**src/rtl/fcd_pkg.sv**
```systemverilog
package fcd_pkg;

    // Unlock key addresses (compared on the low match bits only)
    localparam int unsigned KEY_ADDR_1 = 32'h5555;
    localparam int unsigned KEY_ADDR_2 = 32'h2AAA;

    // Key and operation bytes
    localparam logic [7:0] KEY_BYTE_1  = 8'hAA;
    localparam logic [7:0] KEY_BYTE_2  = 8'h55;
    localparam logic [7:0] OP_PROT_SET = 8'hA0;
    localparam logic [7:0] OP_EXTEND   = 8'h80;
    localparam logic [7:0] OP_ID_SHORT = 8'h90;
    localparam logic [7:0] OP_ID_LEAVE = 8'hF0;
    localparam logic [7:0] OP_PROT_CLR = 8'h20;
    localparam logic [7:0] OP_ERASE    = 8'h10;
    localparam logic [7:0] OP_ID_LONG  = 8'h60;

    // Progress through a command: K1/K2 first key pair, EXT after 80h, K4/K5 second key pair
    typedef enum logic [2:0] {
        SQ_IDLE = 3'd0,
        SQ_K1   = 3'd1,
        SQ_K2   = 3'd2,
        SQ_EXT  = 3'd3,
        SQ_K4   = 3'd4,
        SQ_K5   = 3'd5
    } seq_t;

    // Classification of one write cycle
    typedef struct packed {
        logic       key1;    // AAh at first key address
        logic       key2;    // 55h at second key address
        logic       at_cmd;  // address equals first key address
        logic [7:0] op;      // data byte
    } cyc_cls_t;

    // Completed commands, valid for one cycle
    typedef struct packed {
        logic prot_set;
        logic prot_clr;
        logic erase;
        logic id_enter;
        logic id_leave;
    } cmd_hit_t;

endpackage

```
**src/rtl/fcd_classify.sv**
```systemverilog
// Cycle classifier: compares the low CMP_W address bits and the data byte of
// one write against the unlock keys. Purely combinational; it assumes the
// caller passes only the address bits that take part in matching.
module fcd_classify
    import fcd_pkg::*;
#(
    parameter int CMP_W = 15
) (
    input  logic [CMP_W-1:0] addr,
    input  logic [7:0]       data,
    output cyc_cls_t         cls
);

    localparam logic [CMP_W-1:0] ADDR_1 = CMP_W'(KEY_ADDR_1);
    localparam logic [CMP_W-1:0] ADDR_2 = CMP_W'(KEY_ADDR_2);

    // Decode the key pattern of this cycle
    always_comb begin
        cls.at_cmd = (addr == ADDR_1);
        cls.key1   = (addr == ADDR_1) && (data == KEY_BYTE_1);
        cls.key2   = (addr == ADDR_2) && (data == KEY_BYTE_2);
        cls.op     = data;
    end

endmodule

```
**src/rtl/fcd_seq.sv**
```systemverilog
// Sequence tracker: follows the shared two-key opening and branches into the
// 3-cycle or 6-cycle commands. On a finished command it raises one hit flag
// for the current cycle. A write that breaks a sequence is released as data,
// unless it is itself an opening key, which restarts tracking.
// Assumes cyc_en is low whenever writes must bypass matching.
module fcd_seq
    import fcd_pkg::*;
(
    input  logic     clk,
    input  logic     rst_n,
    input  logic     cyc_en,
    input  cyc_cls_t cls,
    output cmd_hit_t hit,
    output logic     consumed
);

    seq_t st, nxt;
    logic miss;

    // Next-state and command-completion decode
    always_comb begin
        nxt      = st;
        hit      = '0;
        consumed = 1'b0;
        miss     = 1'b0;
        if (cyc_en) begin
            consumed = 1'b1;
            nxt      = SQ_IDLE;
            case (st)
                SQ_IDLE: if (cls.key1) nxt = SQ_K1; else miss = 1'b1;
                SQ_K1:   if (cls.key2) nxt = SQ_K2; else miss = 1'b1;
                SQ_K2: begin
                    if (!cls.at_cmd) miss = 1'b1;
                    else begin
                        case (cls.op)
                            OP_PROT_SET: hit.prot_set = 1'b1;
                            OP_ID_SHORT: hit.id_enter = 1'b1;
                            OP_ID_LEAVE: hit.id_leave = 1'b1;
                            OP_EXTEND:   nxt = SQ_EXT;
                            default:     miss = 1'b1;
                        endcase
                    end
                end
                SQ_EXT:  if (cls.key1) nxt = SQ_K4; else miss = 1'b1;
                SQ_K4:   if (cls.key2) nxt = SQ_K5; else miss = 1'b1;
                SQ_K5: begin
                    if (!cls.at_cmd) miss = 1'b1;
                    else begin
                        case (cls.op)
                            OP_PROT_CLR: hit.prot_clr = 1'b1;
                            OP_ERASE:    hit.erase    = 1'b1;
                            OP_ID_LONG:  hit.id_enter = 1'b1;
                            default:     miss = 1'b1;
                        endcase
                    end
                end
                default: miss = 1'b1;
            endcase
            if (miss) begin
                if (cls.key1) nxt = SQ_K1;
                else          consumed = 1'b0;
            end
        end
    end

    // Tracker state register
    always_ff @(posedge clk) begin
        if (!rst_n) st <= SQ_IDLE;
        else        st <= nxt;
    end

    // a broken sequence leaves the tracker idle or restarted
    a_r12_miss_to_idle: assert property (@(posedge clk) disable iff (!rst_n)
        (cyc_en && !consumed) |=> (st == SQ_IDLE));

    // any tracker progress needs a write
    a_r12_progress_needs_write: assert property (@(posedge clk) disable iff (!rst_n)
        (!cyc_en) |=> $stable(st));

endmodule

```
**src/rtl/fcd_prot.sv**
```systemverilog
// Software protection flag: set and cleared only by decoded commands.
// It has no reset on purpose. Its power-up value comes from PROT_INIT
// through a register initial value, which the target must support.
module fcd_prot #(
    parameter logic PROT_INIT = 1'b1
) (
    input  logic clk,
    input  logic set,
    input  logic clr,
    output logic on
);

    logic on_q = PROT_INIT;

    // Hold the flag across resets; set wins if both ever arrive together
    always_ff @(posedge clk) begin
        if (set)      on_q <= 1'b1;
        else if (clr) on_q <= 1'b0;
    end

    assign on = on_q;

endmodule

```
**src/rtl/fcd_gate.sv**
```systemverilog
// Load-window gate: decides which writes reach the page engine and keeps
// the load window. Assumes "consumed" is meaningful only while the window
// is closed, because the tracker is bypassed while it is open.
module fcd_gate #(
    parameter int ADDR_W = 16
) (
    input  logic              clk,
    input  logic              rst_n,
    input  logic              wr_valid,
    input  logic [ADDR_W-1:0] wr_addr,
    input  logic [7:0]        wr_data,
    input  logic              consumed,
    input  logic              prot_on,
    input  logic              open_req,
    input  logic              page_closed,
    output logic              load_open,
    output logic              fwd_valid,
    output logic [ADDR_W-1:0] fwd_addr,
    output logic [7:0]        fwd_data
);

    logic data_wr, accept, open_nxt;

    // Classify the write as data and apply the protection gate
    always_comb begin
        data_wr  = wr_valid && (load_open || !consumed);
        accept   = data_wr && (load_open || !prot_on);
        open_nxt = (load_open && !page_closed) || open_req || (accept && !load_open);
    end

    // Window state and forward register
    always_ff @(posedge clk) begin
        if (!rst_n) begin
            load_open <= 1'b0;
            fwd_valid <= 1'b0;
            fwd_addr  <= '0;
            fwd_data  <= '0;
        end else begin
            load_open <= open_nxt;
            fwd_valid <= accept;
            if (accept) begin
                fwd_addr <= wr_addr;
                fwd_data <= wr_data;
            end
        end
    end

    // a forwarded write comes from a real bus write
    a_r9_fwd_needs_write: assert property (@(posedge clk) disable iff (!rst_n)
        fwd_valid |-> $past(wr_valid));

    // an open window with no close request stays open
    a_r9_window_holds: assert property (@(posedge clk) disable iff (!rst_n)
        (load_open && !page_closed) |=> load_open);

endmodule

```
**src/rtl/flash_cmd_decoder.sv**
```systemverilog
// Top of the unlock command decoder. It classifies each bus write, tracks
// command sequences, keeps the persistent protection flag, gates data
// writes into load windows, and holds the identification mode and the
// erase pulse. All registered outputs change at the edge that samples the
// deciding write.
module flash_cmd_decoder
    import fcd_pkg::*;
#(
    parameter int         ADDR_W    = 16,
    parameter int         CMP_W     = 15,
    parameter logic       PROT_INIT = 1'b1,
    parameter logic [7:0] MFR_CODE  = 8'hDA,
    parameter logic [7:0] DEV_CODE  = 8'hC8
) (
    input  logic              clk,
    input  logic              rst_n,
    input  logic              wr_valid,
    input  logic [ADDR_W-1:0] wr_addr,
    input  logic [7:0]        wr_data,
    input  logic              page_closed,
    input  logic [ADDR_W-1:0] rd_addr,
    output logic              prot_on,
    output logic              id_mode,
    output logic              erase_go,
    output logic              load_open,
    output logic              fwd_valid,
    output logic [ADDR_W-1:0] fwd_addr,
    output logic [7:0]        fwd_data,
    output logic [7:0]        id_data
);

    localparam logic [ADDR_W-1:0] ID_ADDR_MFR = '0;
    localparam logic [ADDR_W-1:0] ID_ADDR_DEV = ADDR_W'(1);

    cyc_cls_t cls;
    cmd_hit_t hit;
    logic     consumed;
    logic     cyc_en;

    // Writes reach the tracker only outside a load window and out of reset
    assign cyc_en = rst_n && wr_valid && !load_open;

    fcd_classify #(.CMP_W(CMP_W)) u_cls (
        .addr (wr_addr[CMP_W-1:0]),
        .data (wr_data),
        .cls  (cls)
    );

    fcd_seq u_seq (
        .clk      (clk),
        .rst_n    (rst_n),
        .cyc_en   (cyc_en),
        .cls      (cls),
        .hit      (hit),
        .consumed (consumed)
    );

    fcd_prot #(.PROT_INIT(PROT_INIT)) u_prot (
        .clk (clk),
        .set (hit.prot_set),
        .clr (hit.prot_clr),
        .on  (prot_on)
    );

    fcd_gate #(.ADDR_W(ADDR_W)) u_gate (
        .clk         (clk),
        .rst_n       (rst_n),
        .wr_valid    (wr_valid),
        .wr_addr     (wr_addr),
        .wr_data     (wr_data),
        .consumed    (consumed),
        .prot_on     (prot_on),
        .open_req    (hit.prot_set),
        .page_closed (page_closed),
        .load_open   (load_open),
        .fwd_valid   (fwd_valid),
        .fwd_addr    (fwd_addr),
        .fwd_data    (fwd_data)
    );

    // Identification mode and erase start pulse
    always_ff @(posedge clk) begin
        if (!rst_n) begin
            id_mode  <= 1'b0;
            erase_go <= 1'b0;
        end else begin
            erase_go <= hit.erase;
            if (hit.id_enter)      id_mode <= 1'b1;
            else if (hit.id_leave) id_mode <= 1'b0;
        end
    end

    // Identification byte for the read multiplexer
    always_comb begin
        if (!id_mode)                 id_data = 8'h00;
        else if (rd_addr == ID_ADDR_MFR) id_data = MFR_CODE;
        else if (rd_addr == ID_ADDR_DEV) id_data = DEV_CODE;
        else                          id_data = 8'h00;
    end

    // erase start is a single-cycle pulse
    a_r5_erase_single: assert property (@(posedge clk) disable iff (!rst_n)
        erase_go |=> !erase_go);

    // erase start follows a write carrying the erase byte
    a_r5_erase_cause: assert property (@(posedge clk) disable iff (!rst_n)
        erase_go |-> $past(wr_valid && wr_data == OP_ERASE));

    // forwarding only when unprotected or inside a window
    a_r8_fwd_gated: assert property (@(posedge clk) disable iff (!rst_n)
        fwd_valid |-> $past(load_open || !prot_on));

    // protection drops only on a write of the clear byte
    a_r4_prot_fall: assert property (@(posedge clk) disable iff (!rst_n)
        $fell(prot_on) |-> $past(wr_valid && wr_data == OP_PROT_CLR));

    // protection rises with the set byte and opens the window
    a_r3_prot_rise: assert property (@(posedge clk) disable iff (!rst_n)
        $rose(prot_on) |-> ($past(wr_valid && wr_data == OP_PROT_SET) && load_open));

    // identification mode changes only on a write
    a_r6_id_needs_write: assert property (@(posedge clk) disable iff (!rst_n)
        $rose(id_mode) |-> $past(wr_valid));

endmodule

```
**config.mk**
```make
export PLATFORM = sky130hd
export DESIGN_NAME = flash_cmd_decoder
export DESIGN_NICKNAME = d
export VERILOG_FILES = /design/src/rtl/fcd_pkg.sv /design/src/rtl/fcd_classify.sv /design/src/rtl/fcd_seq.sv /design/src/rtl/fcd_prot.sv /design/src/rtl/fcd_gate.sv /design/src/rtl/flash_cmd_decoder.sv
export SDC_FILE = /design/constraint.sdc
export NUM_CORES = 1
export LEC_CHECK = 0
export BUFFER_PORTS_ARGS = -buffer_cell sky130_fd_sc_hd__buf_2
export CORE_MARGIN = 4
export CORE_UTILIZATION = 49
export CTS_CLUSTER_DIAMETER = 50
export CTS_CLUSTER_SIZE = 16
export DETAILED_ROUTE_END_ITERATION = 8
export PLACE_DENSITY_LB_ADDON = 0.12
export SYNTH_ARGS = -nofsm -noshare
export SYNTH_HDL_FRONTEND = slang
export SYNTH_SLANG_ARGS = --single-unit
export TNS_END_PERCENT = 10
```
**constraint.sdc**
```tcl
create_clock -name clk -period 3.55 [get_ports clk]
set_input_delay 0.71 -clock clk [delete_from_list [all_inputs] [get_ports clk]]
set_output_delay 0.71 -clock clk [all_outputs]
set_load 0.05 [all_outputs]
```
## Word level (Yosys, flattened, before mapping)

Cells that the tools add are included.

| storage, ports and cells | value |
|---|---|
| flip-flop bits (word level) | 32 |
| input bits | 44 |
| output and inout port bits | 37 |
| word-level logic and storage cells | 88 |

| operators by class | value |
|---|---|
| equality and inequality tests | 17 |
| mux-type cells | 39 |
| reductions and logical operators | 24 |

Operators with widths:

| operator | count |
|---|---|
| 8-bit == test, second input constant | 5 |
| 8-bit 2-to-1 mux | 3 |
| 1-bit 2-to-1 mux | 22 |
| 3-bit 2-to-1 mux | 6 |
| 16-bit by 1-bit == test with 1-bit output, second input constant | 1 |
| 8-bit by 7-bit == test with 1-bit output, second input constant | 2 |
| 16-bit zero test | 1 |
| 15-bit by 14-bit == test with 1-bit output, second input constant | 1 |
| 15-bit == test, second input constant | 1 |
| 3-bit one-hot mux with 5 select lines | 1 |
| 8-bit by 5-bit == test with 1-bit output, second input constant | 1 |
| 8-bit by 6-bit == test with 1-bit output, second input constant | 1 |
| 1-bit logical AND | 8 |
| 2-bit 2-to-1 mux | 4 |
| 3-bit by 2-bit == test with 1-bit output, second input constant | 2 |
| 3-bit == test, second input constant | 2 |
| 5-bit 2-to-1 mux | 1 |
| 1-bit zero test | 4 |
| 1-bit logical OR | 4 |
| 1-bit one-hot mux with 4 select lines | 1 |
| 4-bit AND reduction | 1 |
| 2-bit OR reduction | 2 |
| 4-bit OR reduction | 1 |
| 3-bit by 1-bit == test with 1-bit output, second input constant | 1 |
| other kinds (4) | 4 |

## Depth between registers and ports, before layout

Gate-level depths: netlist of run 1.

| depth | value |
|---|---|
| depth after elaboration | 14 |
| depth in mapped cells | 7 |
| gate-level depth less buffers | 6 |

## Hierarchy

From an unflattened synthesis of run 1, not the netlist that was laid out.

| unflattened totals | value |
|---|---|
| cells, all modules | 215 |
| area, all modules | 1,873.0 um^2 |

By module, submodules not included:

| module | times used | cells each | area each (um^2) | seq. area each (um^2) |
|---|---|---|---|---|
| fcd_gate | 1 | 113 | 1,069.8 | 520.5 |
| fcd_seq | 1 | 53 | 397.9 | 60.1 |
| fcd_classify | 1 | 26 | 212.7 | 0.0 |
| flash_cmd_decoder | 1 | 20 | 161.4 | 40.0 |
| fcd_prot | 1 | 3 | 31.3 | 20.0 |

## Worst setup path after synthesis of run 1

No wires, ideal clock.

| path | value |
|---|---|
| kind | input port to output port |
| from | in rd_addr[1] |
| to | out id_data[4] |
| arrival | 2,686 ps |
| slack | 154 ps |
| cell stages on the path | 4 |
| buffers on the path | 1 |
| cells stage by stage | nor4b_1 > and4_1 > nor2b_1 > buf_4 |

| between the ends | value |
|---|---|
| cells in the longest elaborated chain, start to end | 3 |

RTL lines:

| item | RTL line | text |
|---|---|---|
| start, declared | flash_cmd_decoder.sv:21 | `input logic [ADDR_W-1:0] rd_addr,` |
| 16-bit zero test | flash_cmd_decoder.sv:96 | `else if (rd_addr == ID_ADDR_MFR) id_data = MFR_CODE;` |
| 8-bit 2-to-1 mux | flash_cmd_decoder.sv:96 |  |
| 8-bit 2-to-1 mux | flash_cmd_decoder.sv:95 | `if (!id_mode) id_data = 8'h00;` |
| end, declared | flash_cmd_decoder.sv:29 | `output logic [7:0] id_data` |

No other way between the ends.

## Worst setup path after layout of run 1

| path | value |
|---|---|
| from | in rd_addr[1] |
| to | out id_data[1] |

The elaborated chain is that of the path after synthesis.

==> impl_metrics.env, run 1 <==
export IMPL_placed_cells=283
export IMPL_p_sw_share_pct=34.54
export IMPL_htree_num_levels=2
export IMPL_p_switching_w=0.0003207
export IMPL_cts_clk_slew_worst_paths_ns=0.10
export IMPL_ys_flop_type="dfxtp_1"
export IMPL_total_power_w=0.0009284
export IMPL_synthTopCellsByArea="dfxtp_1, a22o_1, nand2_1"
export IMPL_power_internal_w=0.0006077
export IMPL_seq_area_frac_synth_pct=38.50
export IMPL_ys_warnings_count=0
export IMPL_grt_max_degree=25
export IMPL_io_pins=81
export IMPL_cts_max_path_buffers=2
export IMPL_start_util_pct=52.78
export IMPL_drt_wl_total_um=4194
export IMPL_track_usage_pct=19.83
export IMPL_hpwl_um=3131
export IMPL_utilization_pct=66.83
export IMPL_row_count=20
export IMPL_drc=0
export IMPL_fin_setup_tns_ns=0
export IMPL_p_leak_nw=0.9707
export IMPL_numPortBuffers=77
export IMPL_p_seq_share_pct=43.9
export IMPL_root_buffer="clkbuf_4"
export IMPL_hold_buffers=0
export IMPL_synth_distinct_cells=51
export IMPL_synth_area_um2=1664
export IMPL_post_cts_buffers=0
export IMPL_synth_avg_cell_area_um2=9.619
export IMPL_path_max_fanout=4
export IMPL_reg2reg_slack_ns=1.23
export IMPL_hold_viol_final=0
export IMPL_critPathKind="in -> out"
export IMPL_netlist_instances=173
export IMPL_cp_required_ns=2.84
export IMPL_insertion_delay_ns=0.33
export IMPL_hp_class="reg -> reg"
export IMPL_worst_pin_slew_ns=0.5296
export IMPL_cp_arrival_ns=1.79
export IMPL_die_width_um=66.28
export IMPL_slew_limit_headroom_pct=64.62
export IMPL_ant_nets=0
export IMPL_async_reset_ff_share_pct=0
export IMPL_end_kind="output port"
export IMPL_drtIter0Drc=108
export IMPL_maxCapViolCount=0
export IMPL_die_h_um=66.28
export IMPL_dieArea_um2=4392
export IMPL_slew_violations=0
export IMPL_overflow=0
export IMPL_clkPwrFrac_pct=29.9
export IMPL_fin_skew_ns=0.006398
export IMPL_vias_per_cell=5.605
export IMPL_cts_resized=0
export IMPL_start_kind="primary input"
export IMPL_core_area_um2=3153
export IMPL_num_vias=1631
export IMPL_synth_edf_count=0
export IMPL_fin_cells=291
export IMPL_grt_pass1_vias=1496
export IMPL_rsz0062_at_grt="no"
export IMPL_layout_nets=290
export IMPL_cts_tree="built"
export IMPL_dr_pass1_iters=4
export IMPL_numCtsBuffers=5
export IMPL_ys_ff_latch=32
export IMPL_grt_pass1_wl_um=6844
export IMPL_antenna_found_initial=0
export IMPL_area_delta_synth_final_pct=26.62
export IMPL_setup_viol=0
export IMPL_synth_top_cell_by_area="dfxtp_1"
export IMPL_diodes=0
export IMPL_min_period_ns=2.505
export IMPL_clock_sinks=32
export IMPL_yosysMostFrequentCell="dfxtp_1"
export IMPL_status="completed"
export IMPL_fillers=280
export IMPL_routedWlPerCell_um=14.41
export IMPL_period_share_pct=70.56
export IMPL_power_density_nw_per_um2=440.6
export IMPL_routabilityCongestion=0.8749
export IMPL_power_frac_comb_pct=26.1
export IMPL_drive_gt1_share_pct=38.87
export IMPL_synth_common_cells="dfxtp_1, a22o_1, nand2_1, nor2_1, buf_4"
export IMPL_peakVddDrop_v=0.0002682
export IMPL_fmax_mhz=399.2
export IMPL_synth_top_area_share_pct=38.50
## logic make-up (layout without fill, tap and decap cells)
group | after synthesis | count (layout) | share of synthesized area [%]
AO/OA/AOI/OAI | 55 | 55 | 27.97
buffers and inverters | 17 | 89 | 6.240
flip-flops | 32 | 32 | 38.50
other | 1 | 3 | 0.2253
AND/OR/NAND/NOR | 68 | 68 | 27.07
## power groups by stage
stage	sequential (W)	clock (W)	combinational [W]
3_5_place_dp	0.000415	0	0.000242
6_report	0.000408	0.000278	0.000243
4_1_cts	0.000408	0.000282	0.000243
3_3_place_gp	0.000416	0	0.000241
2_1_floorplan	0.000499	0	0.0000919
5_1_grt	0.000412	0.000297	0.000258
## critical path, stage by stage
cell and delay [ns]:
buf_2 0.10, nor4b_1 0.27, and4_1 0.27, nor2b_1 0.17, buf_2 0.28
## sequential cells by signal, indices dropped and copies added (netlist names)
name	cells
u_gate.fwd_addr	16
erase_go	1
u_gate.fwd_data	8
u_prot.on	1
u_gate.load_open	1
id_mode	1
u_gate.fwd_valid	1
u_seq.st	3
## per-layer routing
metal	vias up	GRT usage, %	part of all wire (%)
met3	6	5.442	9.3
met2	74	32.84	45
li1	809	-	-
met4	0	5.330	1.2
met5	-	0	0
met1	742	25.10	45
## metrics by stage
step	worst slack [ns]	hold WS, ns	area (µm²)
after detailed placement	0.8610	0.4580	2027
after floorplan	0.1539	0.5467	1672
final	1.045	0.4827	2107
after global placement	0.9246	0.4565	2027
after CTS	1.022	0.4862	2107
after global routing	0.9276	0.5036	2107
## layout make-up
class | count | area, µm² | share of cell area [%]
Multi-Input combinational cell | 126 | 927.1 | 44.00
Timing Repair Buffer | 78 | 392.9 | 18.65
Sequential cell | 32 | 640.6 | 30.40
Inverter | 3 | 11.26 | 0.5344
Clock buffer | 5 | 37.54 | 1.781
Tap cell | 44 | 55.05 | 2.613
Clock inverter | 3 | 42.54 | 2.019
## cell usage in the layout, fill, tap and decap left out, drive strengths merged, types with 2 or more instances in the layout
cell / n
a21boi: 2
a21oi: 6
a22o: 23
a31oi: 2
and3: 3
and4: 3
and4bb: 2
buf: 78
clkbuf: 5
conb: 3
dfxtp: 32
inv: 3
nand2: 13
nand3: 3
nand4: 5
nand4b: 2
nor2: 8
nor2b: 5
nor3: 5
nor3b: 3
nor4: 4
nor4b: 4
nor4bb: 3
o211ai: 3
o21a: 2
o21ai: 7
o221a: 2
o31ai: 2
or2: 2
## path summary, 6_finish.rpt
check	start	end	depth (start not counted)
hold / removal	u_gate.fwd_data[3]	u_gate.fwd_data[3]	1
setup / recovery	rd_addr[1]	id_data[1]	5
hold reg to reg	u_gate.fwd_data[3]	u_gate.fwd_data[3]	1
setup reg to reg	u_seq.st[1]	u_gate.fwd_data[4]	7
(Power assumes the default switching activity.)
==> inputs of run 2 (changes only) <==
--- a/config.mk
+++ b/config.mk
@@ -7,7 +7,7 @@
 export LEC_CHECK = 0
 export BUFFER_PORTS_ARGS = -buffer_cell sky130_fd_sc_hd__buf_2
 export CORE_MARGIN = 4
-export CORE_UTILIZATION = 49
+export CORE_UTILIZATION = 41
 export CTS_CLUSTER_DIAMETER = 50
 export CTS_CLUSTER_SIZE = 16
 export DETAILED_ROUTE_END_ITERATION = 8
==> constraint.sdc (replaced) <==
create_clock -name clk -period 2.18 [get_ports clk]
set_input_delay 0.436 -clock clk [delete_from_list [all_inputs] [get_ports clk]]
set_output_delay 0.436 -clock clk [all_outputs]
set_load 0.05 [all_outputs]
==> impl_metrics.env, run 2 (synthesis results as in run 1) <==
export IMPL_status="completed"
export IMPL_regMostFlops="u_gate.fwd_addr"
export IMPL_overflow=0
export IMPL_period_share_pct=92.72
export IMPL_start_kind="primary input"
export IMPL_mostFrequentLayoutCell="buf_2"
export IMPL_grt_max_degree=25
export IMPL_path_cells="buf_2 > nor4_1 > inv_1 > o311ai_2 > o211ai_2 > o221a_4 > a22o_1"
export IMPL_rsz0062_at_grt="no"
export IMPL_routed_wl_met3_um=291
export IMPL_hold_buffers=0
export IMPL_layout_nets=313
export IMPL_drive_gt1_share_pct=45.19
export IMPL_post_cts_buffers=0
export IMPL_routed_top_layer="met4"
export IMPL_core_area_um2=3799
export IMPL_p_leak_nw=1.097
export IMPL_ant_nets=0
export IMPL_final_seq_area_um2=641.9
export IMPL_final_cell_area_um2=2316
export IMPL_drc=0
export IMPL_slew_violations=0
export IMPL_p_seq_share_pct=42.5
export IMPL_maxCapViolCount=0
export IMPL_diodes=0
export IMPL_wl_met2_um=2165
export IMPL_cts_clk_slew_worst_paths_ns=0.06
export IMPL_hp_class="in -> reg"
export IMPL_clock_sinks=32
export IMPL_fin_hold_ws_ns=0.3678
export IMPL_critPathKind="in -> reg"
export IMPL_peakVddDrop_v=0.0004700
export IMPL_cts_resized=0
export IMPL_setup_viol=0
export IMPL_root_buffer="clkbuf_8"
export IMPL_clkPwrFrac_pct=29.1
export IMPL_drtIter0Drc=88
export IMPL_placed_area_um2=2228
export IMPL_vias_per_cell=5.314
export IMPL_crit_family="compound AO/OA/AOI/OAI gates"
export IMPL_routabilityCongestion=0.8488
export IMPL_slowest_stage="nor4_1"
export IMPL_numPortBuffers=77
export IMPL_insertion_delay_ns=0.28
export IMPL_antenna_found_initial=0
export IMPL_top_regs="u_gate.fwd_addr x16, u_gate.fwd_data x8, u_seq.st x3"
export IMPL_io_pins=81
export IMPL_drt_wl_total_um=4610
export IMPL_fin_cells=318
export IMPL_fin_skew_ns=0.005979
export IMPL_die_width_um=71.71
export IMPL_numCtsBuffers=5
export IMPL_area_delta_synth_final_pct=39.17
export IMPL_num_vias=1690
export IMPL_cts_max_path_buffers=2
export IMPL_routedWlPerCell_um=14.50
export IMPL_dr_pass1_iters=4
export IMPL_cp_arrival_ns=2.19
export IMPL_min_period_ns=2.021
export IMPL_row_count=22
export IMPL_hpwl_um=3592
export IMPL_grt_pass1_wl_um=7562
export IMPL_power_density_nw_per_um2=667.2
export IMPL_dieArea_um2=5142
export IMPL_track_usage_pct=18.15
export IMPL_die_h_um=71.71
export IMPL_cp_required_ns=2.35
export IMPL_htree_num_levels=2
export IMPL_path_buf_inv=2
export IMPL_cts_tree="built"
export IMPL_power_internal_w=0.001001
export IMPL_final_cell_mix="buf_2, dfxtp_1, a22o_1, buf_4, nand2_1"
export IMPL_fmax_mhz=494.8
export IMPL_p_switching_w=0.0005442
export IMPL_total_power_w=0.001545
export IMPL_utilization_pct=60.97
export IMPL_end_kind="register"
export IMPL_path_max_fanout=24
export IMPL_wl_met1_um=2105
export IMPL_p_sw_share_pct=35.21
export IMPL_hold_viol_final=0
export IMPL_critical_path_max_stage_delay_ns=0.42
export IMPL_fillers=367
export IMPL_grt_pass1_vias=1618
export IMPL_start_util_pct=43.81
export IMPL_placed_cells=310
export IMPL_largest_reg_flops=16
export IMPL_power_frac_comb_pct=28.4
export IMPL_multi_input_area_um2=937.1
run 2: layout make-up:
cell class / count / share of cell area, %
flip-flops and latches: 32 / 27.71
clock buffers: 5 / 2.971
repair buffers: 101 / 24.96
well taps: 48 / 2.593
multi-input cells: 126 / 40.46
clock inverters: 3 / 0.8104
inverters: 3 / 0.4862
run 2: per-stage QoR:
step / worst slack [ns] / TNS, ns
3_5_place_dp: -0.1463 / -3.196
3_3_place_gp: -0.1222 / -2.463
6_report: 0.1588 / 0
2_1_floorplan: 0.001245 / 0
5_1_grt: 0.002891 / 0
4_1_cts: 0.1476 / 0
run 2: worst paths after layout:
check / start / to / slack [ns] / cells past startpoint
setup / recovery: wr_data[0] / u_gate.fwd_addr[9] / 0.16 / 7
hold reg to reg: u_gate.fwd_addr[6] / u_gate.fwd_addr[6] / 0.47 / 1
setup reg to reg: u_seq.st[0] / id_mode / 0.20 / 6
hold / removal: wr_addr[15] / u_gate.fwd_addr[15] / 0.37 / 2
run 2: power by group through the flow:
stage                     Sequential (W)  Clock (W)  Combinational [W]
after CTS                       0.000656   0.000464           0.000440
after floorplan                 0.000812          0           0.000150
final                           0.000657   0.000450           0.000439
after global placement          0.000669          0           0.000436
after detailed placement        0.000669          0           0.000439
after global routing            0.000662   0.000486           0.000470
run 2: metal layers:
metal / vias to the layer above / global-route usage [%]
met5: - / 0
met4: 0 / 6.054
met3: 5 / 4.769
met2: 50 / 28.16
met1: 779 / 24.36
li1: 856 / -
==> inputs of run 3 (changes only) <==
--- a/config.mk
+++ b/config.mk
@@ -6,12 +6,14 @@
 export NUM_CORES = 1
 export LEC_CHECK = 0
 export BUFFER_PORTS_ARGS = -buffer_cell sky130_fd_sc_hd__buf_2
+export CORE_ASPECT_RATIO = 0.5
 export CORE_MARGIN = 4
 export CORE_UTILIZATION = 41
 export CTS_CLUSTER_DIAMETER = 50
 export CTS_CLUSTER_SIZE = 16
 export DETAILED_ROUTE_END_ITERATION = 8
 export PLACE_DENSITY_LB_ADDON = 0.12
+export RECOVER_POWER = 25
 export SYNTH_ARGS = -nofsm -noshare
 export SYNTH_HDL_FRONTEND = slang
 export SYNTH_SLANG_ARGS = --single-unit
==> constraint.sdc (replaced) <==
create_clock -name clk -period 1.65 [get_ports clk]
set_input_delay 0.33 -clock clk [delete_from_list [all_inputs] [get_ports clk]]
set_output_delay 0.33 -clock clk [all_outputs]
set_load 0.05 [all_outputs]
==> impl_metrics.env, run 3 (synthesis results as in run 1) <==
export IMPL_start_kind="register"
export IMPL_numPortBuffers=77
export IMPL_drt_wl_total_um=7189
export IMPL_period_share_pct=120.8
export IMPL_cts_tree="built"
export IMPL_numCtsBuffers=5
export IMPL_cp_arrival_ns=2.23
export IMPL_violations="negative setup slack"
export IMPL_htree_num_levels=2
export IMPL_die_width_um=98.10
export IMPL_hp_class="in -> reg"
export IMPL_regMostFlops="u_gate.fwd_addr"
export IMPL_ant_nets=0
export IMPL_final_cell_mix="buf_4, buf_2, dfxtp_1, a22o_1, nand2_1"
export IMPL_final_cell_area_um2=3068
export IMPL_hpwl_um=3994
export IMPL_hold_viol_final=0
export IMPL_p_leak_nw=1.405
export IMPL_rsz0062_at_grt="yes"
export IMPL_die_h_um=53.05
export IMPL_fin_skew_ns=0.005038
export IMPL_dr_pass1_iters=4
export IMPL_drc=0
export IMPL_path_max_fanout=5
export IMPL_p_switching_w=0.0008565
export IMPL_start_util_pct=42.63
export IMPL_setup_viol=36
export IMPL_status="finished with violations"
export IMPL_utilization_pct=78.59
export IMPL_fin_ws_ns=-0.3429
export IMPL_min_period_ns=1.993
export IMPL_largest_reg_flops=16
export IMPL_routedWlPerCell_um=19.22
export IMPL_antenna_found_initial=0
export IMPL_core_area_um2=3904
export IMPL_cts_max_path_buffers=2
export IMPL_vias_per_cell=5.783
export IMPL_power_frac_comb_pct=33.4
export IMPL_drtIter0Drc=161
export IMPL_p_seq_share_pct=36.3
export IMPL_hold_buffers=0
export IMPL_area_delta_synth_final_pct=84.36
export IMPL_slew_violations=0
export IMPL_io_pins=81
export IMPL_insertion_delay_ns=0.30
export IMPL_top_regs="u_gate.fwd_addr x16, u_gate.fwd_data x8, u_seq.st x3"
export IMPL_row_count=16
export IMPL_cts_clk_slew_worst_paths_ns=0.08
export IMPL_power_density_nw_per_um2=779.5
export IMPL_grt_pass1_wl_um=9853
export IMPL_diodes=0
export IMPL_routabilityCongestion=0.8458
export IMPL_worst_pin_slew_ns=0.6141
export IMPL_fmax_mhz=501.8
export IMPL_placed_area_um2=2491
export IMPL_overflow=0
export IMPL_mostFrequentLayoutCell="buf_4"
export IMPL_drive_gt1_share_pct=57.50
export IMPL_end_kind="register"
export IMPL_grt_max_degree=14
export IMPL_slew_limit_headroom_pct=59.24
export IMPL_peakVddDrop_v=0.0003742
export IMPL_p_sw_share_pct=35.82
export IMPL_critPathKind="reg -> reg"
export IMPL_root_buffer="clkbuf_8"
export IMPL_dieArea_um2=5204
export IMPL_power_internal_w=0.001535
export IMPL_clkPwrFrac_pct=30.2
export IMPL_track_usage_pct=24.63
export IMPL_layout_nets=363
export IMPL_clock_sinks=32
export IMPL_maxCapViolCount=0
export IMPL_num_vias=2163
export IMPL_grt_pass1_vias=1938
export IMPL_cp_required_ns=1.89
-- run 3: cell count changes in the layout (fill, tap and decap cells not counted), sizes merged --
cell and delta:
clkbuf +12, buf +37, o221a +3, clkinv -2
-- run 3: critical path: stages, from the launching register on --
cell,delay (ns)
dfxtp_1,0.32
and2b_2,0.26
a21oi_2,0.24
a2bb2oi_2,0.23
o211ai_4,0.14
a211oi_4,0.25
buf_6,0.19
clkbuf_16,0.16
a22o_1,0.14
-- run 3: path summary, 6_finish.rpt --
| kind | to | slack [ns] | cells past startpoint | from |
|---|---|---|---|---|
| min | u_gate.fwd_addr[15] | 0.25 | 2 | wr_addr[15] |
| max | u_gate.fwd_data[5] | -0.34 | 8 | u_seq.st[1] |
| min reg2reg | u_gate.fwd_addr[7] | 0.48 | 1 | u_gate.fwd_addr[7] |
| max reg2reg | u_gate.fwd_data[5] | -0.34 | 8 | u_seq.st[1] |
-- run 3: routing by layer --
metal	track usage (%)	wire, µm
met2	40.99	3421
met4	10.34	130
met3	6.053	668
met1	30.99	2969
met5	0	0
-- run 3: power by group through the flow --
| stage | Sequential, W | Clock [W] | Combinational (W) |
|---|---|---|---|
| after global routing | 0.000876 | 0.000753 | 0.000835 |
| after CTS | 0.000866 | 0.000712 | 0.000726 |
| after detailed placement | 0.000881 | 0 | 0.000636 |
| final | 0.000869 | 0.000723 | 0.000799 |
| after global placement | 0.000881 | 0 | 0.000626 |
| after floorplan | 0.00107 | 0 | 0.000198 |
-- run 3: cell type report --
type,instances,area [µm²]
well taps,54,67.56
clock inverters,1,5.005
fillers,258,835.8
repair buffers,148,1064
clock buffers,7,97.59
flip-flops and latches,32,646.9
multi-input cells,129,1176
inverters,3,11.26
-- run 3: per-stage QoR --
stage	total power, W	std cells	hold WS (ns)	TNS (ns)	worst slack [ns]
global route	0.002464	374	0.2585	-10.82	-0.3920
global placement	0.001508	348	0.4564	-15.21	-0.5295
detailed placement	0.001518	348	0.4595	-15.44	-0.5350
CTS	0.002304	365	0.2568	-4.606	-0.1552
floorplan	0.001269	175	0.4555	-6.075	-0.2630
finish	0.002391	374	0.2512	-8.441	-0.3429
-- run 3: what timing repair did --
item,CTS,global route
resized for setup,34,34
setup endpoints to repair,36,36
buffers inserted,5,7
cloned,4,2
pin swaps,11,36
